$ cat src/rtl/mcr_pkg.sv
package mcr_pkg;

  typedef struct packed {
    logic pos;
    logic neg;
  } rail_t;

endpackage

$ cat src/rtl/mcr_rst_sync.sv
module mcr_rst_sync (
  input  logic clk,
  input  logic rst_n,
  output logic rst_sync_n
);

  logic stage_q;

  always_ff @(posedge clk or negedge rst_n) begin
    if (!rst_n) begin
      stage_q    <= 1'b0;
      rst_sync_n <= 1'b0;
    end else begin
      stage_q    <= 1'b1;
      rst_sync_n <= stage_q;
    end
  end

endmodule

$ cat src/rtl/mcr_edge_det.sv
module mcr_edge_det
  import mcr_pkg::*;
(
  input  logic  clk,
  input  logic  rst_n,
  input  logic  slot_en,
  input  logic  pos_in,
  input  logic  neg_in,
  output rail_t marks,
  output logic  lead_edge
);

  logic mark_now;
  logic mark_q;
  logic mark_d;

  always_comb begin
    marks.pos = pos_in;
    marks.neg = neg_in;
    mark_now  = pos_in | neg_in;
    lead_edge = slot_en & mark_now & ~mark_q;
    mark_d    = slot_en ? mark_now : mark_q;
  end

  always_ff @(posedge clk or negedge rst_n) begin
    if (!rst_n) mark_q <= 1'b0;
    else        mark_q <= mark_d;
  end

endmodule

$ cat src/rtl/mcr_phase_sel.sv
module mcr_phase_sel #(
  parameter int PHASES     = 13,
  parameter int SAMPLE_OFS = 6,
  localparam int SLOT_W    = $clog2(PHASES)
) (
  input  logic              clk,
  input  logic              rst_n,
  input  logic              slot_en,
  input  logic              lead_edge,
  output logic              fire,
  output logic [SLOT_W-1:0] phase_q
);

  localparam logic [SLOT_W-1:0] LAST_SLOT = SLOT_W'(PHASES - 1);
  localparam logic [SLOT_W:0]   OFS_W     = (SLOT_W + 1)'(SAMPLE_OFS);
  localparam logic [SLOT_W:0]   PH_W      = (SLOT_W + 1)'(PHASES);

  logic [SLOT_W-1:0] slot_q, slot_d;
  logic [SLOT_W-1:0] phase_d;
  logic [SLOT_W:0]   target_sum;
  logic [SLOT_W-1:0] target;

  always_comb begin
    target_sum = {1'b0, slot_q} + OFS_W;
    if (target_sum >= PH_W) target = SLOT_W'(target_sum - PH_W);
    else                    target = target_sum[SLOT_W-1:0];

    if (slot_en) slot_d = (slot_q == LAST_SLOT) ? '0 : slot_q + 1'b1;
    else         slot_d = slot_q;

    phase_d = lead_edge ? target : phase_q;
    fire    = slot_en & (slot_q == phase_q);
  end

  always_ff @(posedge clk or negedge rst_n) begin
    if (!rst_n) begin
      slot_q  <= '0;
      phase_q <= SLOT_W'(SAMPLE_OFS);
    end else begin
      slot_q  <= slot_d;
      phase_q <= phase_d;
    end
  end

endmodule

$ cat src/rtl/mcr_bit_latch.sv
module mcr_bit_latch
  import mcr_pkg::*;
(
  input  logic  clk,
  input  logic  rst_n,
  input  logic  slot_en,
  input  logic  fire,
  input  rail_t marks,
  output logic  strobe_q,
  output rail_t rx_q
);

  rail_t seen_q, seen_d;
  rail_t rx_d;
  logic  strobe_d;

  always_comb begin
    if (fire)         seen_d = marks;
    else if (slot_en) seen_d = seen_q | marks;
    else              seen_d = seen_q;
    rx_d     = fire ? seen_q : rx_q;
    strobe_d = fire;
  end

  always_ff @(posedge clk or negedge rst_n) begin
    if (!rst_n) begin
      seen_q   <= '0;
      rx_q     <= '0;
      strobe_q <= 1'b0;
    end else begin
      seen_q   <= seen_d;
      rx_q     <= rx_d;
      strobe_q <= strobe_d;
    end
  end

endmodule

$ cat src/rtl/mphase_clk_rec.sv
module mphase_clk_rec
  import mcr_pkg::*;
#(
  parameter int PHASES     = 13,
  parameter int SAMPLE_OFS = 6,
  localparam int SLOT_W    = $clog2(PHASES)
) (
  input  logic              clk,
  input  logic              rst_n,
  input  logic              ref_sel,
  input  logic              ext_tick,
  input  logic              osc_tick,
  input  logic              pos_pulse,
  input  logic              neg_pulse,
  output logic              rclk_en,
  output logic              rx_pos,
  output logic              rx_neg,
  output logic [SLOT_W-1:0] phase_sel
);

  logic  rst_core_n;
  logic  slot_en;
  logic  lead_edge;
  logic  fire;
  rail_t marks;
  rail_t rx_q;

  always_comb slot_en = ref_sel ? osc_tick : ext_tick;

  mcr_rst_sync u_rst (
    .clk        (clk),
    .rst_n      (rst_n),
    .rst_sync_n (rst_core_n)
  );

  mcr_edge_det u_edge (
    .clk       (clk),
    .rst_n     (rst_core_n),
    .slot_en   (slot_en),
    .pos_in    (pos_pulse),
    .neg_in    (neg_pulse),
    .marks     (marks),
    .lead_edge (lead_edge)
  );

  mcr_phase_sel #(
    .PHASES     (PHASES),
    .SAMPLE_OFS (SAMPLE_OFS)
  ) u_phase (
    .clk       (clk),
    .rst_n     (rst_core_n),
    .slot_en   (slot_en),
    .lead_edge (lead_edge),
    .fire      (fire),
    .phase_q   (phase_sel)
  );

  mcr_bit_latch u_latch (
    .clk      (clk),
    .rst_n    (rst_core_n),
    .slot_en  (slot_en),
    .fire     (fire),
    .marks    (marks),
    .strobe_q (rclk_en),
    .rx_q     (rx_q)
  );

  always_comb begin
    rx_pos = rx_q.pos;
    rx_neg = rx_q.neg;
  end

endmodule

$ cat config.mk
export PLATFORM = sky130hd
export DESIGN_NAME = mphase_clk_rec
export DESIGN_NICKNAME = d
export VERILOG_FILES = /design/src/rtl/mcr_pkg.sv /design/src/rtl/mcr_rst_sync.sv /design/src/rtl/mcr_edge_det.sv /design/src/rtl/mcr_phase_sel.sv /design/src/rtl/mcr_bit_latch.sv /design/src/rtl/mphase_clk_rec.sv
export SDC_FILE = /design/constraint.sdc
export NUM_CORES = 1
export LEC_CHECK = 0
export BUFFER_PORTS_ARGS = -buffer_cell sky130_fd_sc_hd__buf_2
export CAP_MARGIN = 20
export CORE_ASPECT_RATIO = 0.9
export CORE_MARGIN = 10
export CORE_UTILIZATION = 37
export DETAILED_ROUTE_END_ITERATION = 6
export PLACE_DENSITY = 0.61
export SLEW_MARGIN = 10
export SYNTH_ARGS = -nofsm -noshare
export SYNTH_HDL_FRONTEND = slang
export SYNTH_SLANG_ARGS = --single-unit
$ cat constraint.sdc
create_clock -name clk -period 0.9 [get_ports clk]
set_input_delay 0.18 -clock clk [delete_from_list [all_inputs] [get_ports clk]]
set_output_delay 0.18 -clock clk [all_outputs]
set_load 0.05 [all_outputs]
# Yosys cells after proc, flatten, opt, wreduce, memory -nomap -nowiden
# Cells that the tools add are included.
# totals
ff_bits,16
in_bits,7
out_inout_bits,7
word_cells,28
# classes
n_addsub,3
order_cmp,1
eq_ne,2
mux,5
bitwise_logic,6
reduce_logical,1
# op_table
operator,n
4-bit two-way mux,2
4-bit by 3-bit adder with 5-bit output (second input constant),1
5-bit by 4-bit greater-or-equal comparator with 1-bit output (second input constant),1
4-bit by 1-bit adder with 4-bit output (second input constant),1
4-bit equality test,1
4-bit equality test (second input constant),1
2-bit two-way mux,2
4-bit subtractor (second input constant),1
1-bit AND,3
2-bit OR,1
2-bit nonzero test,1
1-bit two-way mux,1
1-bit NOT,1
1-bit OR,1

# Depth between registers and ports, before layout
# logic_depth
depth_word,3
mapped_depth,6
depth_no_buf,6

# By module
# A second synthesis with hierarchy kept.
# unflattened
cells_unflattened,97
hier_area_um2,960.9
# modules_own_cells
mod,n_inst,cells_per_inst,area_each_um2,seq_area_each_um2
mcr_phase_sel,1,73,649.4,202.7
mcr_bit_latch,1,13,175.2,125.1
mcr_edge_det,1,7,67.6,25.0
mcr_rst_sync,1,3,53.8,50.0
mphase_clk_rec,1,1,15.0,0.0

# Worst setup path after synthesis
# No wires, ideal clock.
# synth_path
kind,register -> register
startpoint,register u_phase.slot_q[1]
endpoint,register u_phase.phase_q[0]
setup_time_ns,0.095
arrival_time_ns,1.567
required_ns,0.805
slack_ns,-0.762
stages_incl_launch_ff,7
path_buffers,0
period_less_slack_ns,1.662
cell_sequence,dfrtp_1 inv_1 ha_1 nand2b_1 a21o_1 and3_1 o31ai_1
# synth_via
elab_chain_cells,3
# synth_lines
item,line,text
start: declaration,mcr_phase_sel.sv:18,"logic [SLOT_W-1:0] slot_q, slot_d;"
start signal: assignment,mcr_phase_sel.sv:40,slot_q <= slot_d;
4-bit by 3-bit adder with 5-bit output,mcr_phase_sel.sv:24,"target_sum = {1'b0, slot_q} + OFS_W;"
5-bit by 4-bit greater-or-equal comparator with 1-bit output,mcr_phase_sel.sv:25,if (target_sum >= PH_W) target = SLOT_W'(target_sum - PH_W);
4-bit two-way mux,mcr_phase_sel.sv:25,
end signal: assignment,mcr_phase_sel.sv:38,phase_q <= SLOT_W'(SAMPLE_OFS);
end signal: assignment,mcr_phase_sel.sv:41,phase_q <= phase_d;
end: declaration,mcr_phase_sel.sv:11,output logic [SLOT_W-1:0] phase_q
# Every way passes these cells.
# A chain may end at the register's enable or synchronous reset.

# Worst setup path in the final report
# layout_path
startpoint,register u_phase.slot_q[2]
endpoint,register u_phase.phase_q[0]
# The elaborated chain is that of the path after synthesis.

==> impl_results.md <==
* Asr flop ratio synth at 100%
* Input/output buffers at 13
* Synthesized area per cell at 9.85 sq um
* Failing checks: setup timing
* Clk_skew at 7.07 ps
* Layout cells sized above 1 at 59.9%
* Sequential area share after synthesis at 45.9%
* Max stage delay on crit path at 460 ps
* Commonest non-fill, non-tap cell in the layout: buf_4
* Global route total overflow at 0
* Worst Setup EP: u_phase.phase_q[0]
* Pins Over Slew Limit at 0
* Starting DRT DRC Count at 28
* Vias at 862
* RSZ-0062 raised after global routing: yes
* Syn Inst Count at 89
* WL final at 2750 microns
* Crit path kind: register to register
* Final core occ at 71.3%
* Pre-CTS WS at -636 ps
* CP Depth at 6
* Required time worst endpoint at 1100 ps
* F_max at 653 MHz
* H-tree levels at 1
* WL per Instance at 16.3 microns
* Post-route minimum period at 1530 ps
* CP Cell Sequence: inv_4 -> ha_4 -> nand2b_4 -> a21o_1 -> and3_1 -> o31ai_1
* Final Hold Viols at 0
* Synthesized Nets at 102
* Hpwl dp at 1910 microns
* Fin worst setup slack at -632 ps
* Origin of the critical flop-to-flop path: u_phase.slot_q[2]
* Max_cap viols at 0
* Clock transition at path regs at 100 ps
* N_diodes at 0
* Maximum fanout along the worst path at 3
* Top cells by area, synth: dfrtp_1 (40%), ha_1 (8.6%), dfstp_2 (6.0%)
* CTS root buffer: clkbuf_4
* Vias per cell at 5.10
* TritonCTS clock tree: built
* # rows at 16
* Final Power at 0.00601 W
* Post-route ant nets at 0
* Critical Path Source: u_phase.slot_q[2]
* CP Launch Type: register
* First-pass GRT wire length at 4550 microns
* # DRC at 0
* IO Pins at 14
* Worst vdd ir at 2.87 mV
* Die Span Y at 66.2 microns
* Clock sink count at 16
* Tcrit/Tclk final at 170%
* Leakage at 0.709 nW
* Yosys warns at 0
* Critical Path AT at 1730 ps
* Area of the core at 0.00222 sq mm
* Initial Util at 39.5%
* Total CTS buffers at 3
* R2R setup slack at -630 ps
* Area growth syn-to-layout at 80.6%
* Largest net degree at the start of global routing at 11
* Commonest non-fill, non-tap cells in the layout: buf_4 (24), buf_6 (15), dfrtp_1 (12), nand2_1 (7), o21ai_1 (7)
* Critical path's slowest cell: dfrtp_2
* Dominant synthesized flop cell: dfrtp_1
* Min-Delay Path Class: register to async pin
* Final setup fails at 20
* Nets at 156
* Synthesized area at 877 sq um
* FF-to-FF End: u_phase.phase_q[0]
* Synth area leader: dfrtp_1
* Yosys top cell area share at 39.9%
* Crit path buf inv count at 1
* R2R depth at 6
* EDFF count, synth at 0
* Setup crit end kind: register
* Worst skew pair latency at 290 ps
* 1st-pass router iterations at 4
* Initial antenna violation count at 0
* Routability cong. at 0.833
* Synth unique cells at 28
* Clock Tree Buf Depth at 2
* Seq cells post-synth at 16
* Critical path's top delay family: flip-flops
* GRT Overall Usage at 12.0%
* Vias in the first global route at 978
* Die Footprint at 0.00472 sq mm
* Power Dens Cells at 3800 mW/mm^2
* Die extent in x at 71.3 microns
* Fillers at 160
* Status: finished, violations left
==> sequential cells by signal, summed over array words and instances, names as in the netlist <==
signal and flops:
u_latch.strobe_q 1, u_phase.slot_q 4, u_edge.mark_q 1, u_phase.phase_q 4, u_latch.rx_q 2, u_rst.stage_q 1
u_latch.seen_q 2, u_rst.rst_sync_n 1
==> report_power, final <==
part           leakage (nW)  internal [W]  switching [W]  total [W]
logic                 0.510       0.00220        0.00209    0.00429
clock network        0.0210      0.000247       0.000248   0.000495
registers             0.178      0.000990       0.000239    0.00123
==> worst min-delay path by stage <==
stage	start	to	depth (start not counted)
finish	u_rst.rst_sync_n	u_phase.slot_q[2]	0
global route	u_rst.rst_sync_n	u_phase.phase_q[3]	0
CTS	u_rst.rst_sync_n	u_phase.slot_q[2]	0
detailed placement	rst_n	u_rst.rst_sync_n	1
global placement	rst_n	u_rst.stage_q	1
floorplan	rst_n	u_rst.rst_sync_n	0
==> layer usage <==
metal / share of wire (%) / up-vias / GRT usage [%]
met4: 0.76 / 0 / 2.42
met2: 52 / 23 / 21.5
met3: 4.8 / 2 / 4.20
met5: 0 / - / 0
li1: - / 415 / -
met1: 43 / 422 / 13.3
==> synth_stat cells, types with 2 or more instances <==
library cell and number:
nand2_1 7, dfrtp_1 14, nor2_1 6, buf_2 2
xnor2_1 2, nand2b_1 2, ha_1 6, o21ai_0 9
o31ai_1 2, a21oi_1 8, xor2_1 3, nor3_1 2
inv_1 5, mux2_2 4, dfstp_2 2, nand3_1 2
a31oi_1 2
==> per-stage QoR <==
stage	setup TNS (ps)	cell area, sq um	cells	hold WS (ps)
final	-7840	1580	169	85.9
after global routing	-8790	1580	169	107
after CTS	-7600	1490	164	89.5
after detailed placement	-6590	1280	156	-32.9
after global placement	-6200	1280	156	-34.6
after floorplan	-5590	962	89	-116
==> cell families (layout without fill, tap and decap cells) <==
group	count (synthesis)	in the layout	synth area share (%)
AO/OA/AOI/OAI	26	26	17.3
XOR/XNOR	5	5	4.99
adder cells (fa/ha/maj)	6	6	8.56
buffers and inverters	7	60	3.28
flip-flops	16	16	45.9
multiplexers	5	5	6.28
other	1	1	0.428
AND/OR/NAND/NOR	23	23	13.3
==> worst reg2reg max path, stage by stage, from the launching register on <==
cell and delay [ps]:
dfrtp_2 460, inv_4 90, ha_4 200, nand2b_4 140
a21o_1 200, and3_1 150, o31ai_1 210
==> final cells by class <==
class | count | area [sq um] | share of cell area (%)
Sequential cell | 16 | 405 | 25.6
Inverter | 5 | 28.8 | 1.82
Tap cell | 27 | 33.8 | 2.13
Multi-Input combinational cell | 66 | 606 | 38.2
Clock buffer | 4 | 36.3 | 2.29
Timing Repair Buffer | 51 | 474 | 29.9
==> timing repair <==
item                       CTS  global route
setup endpoints to repair   20            20
resized for setup           41            13
gates cloned                 0             0
pin swaps                    6             8
hold buffers                 1             0
setup buffers                5             7
hold endpoints to repair     2             0
Note: power is estimated with default switching activity, not from simulation.
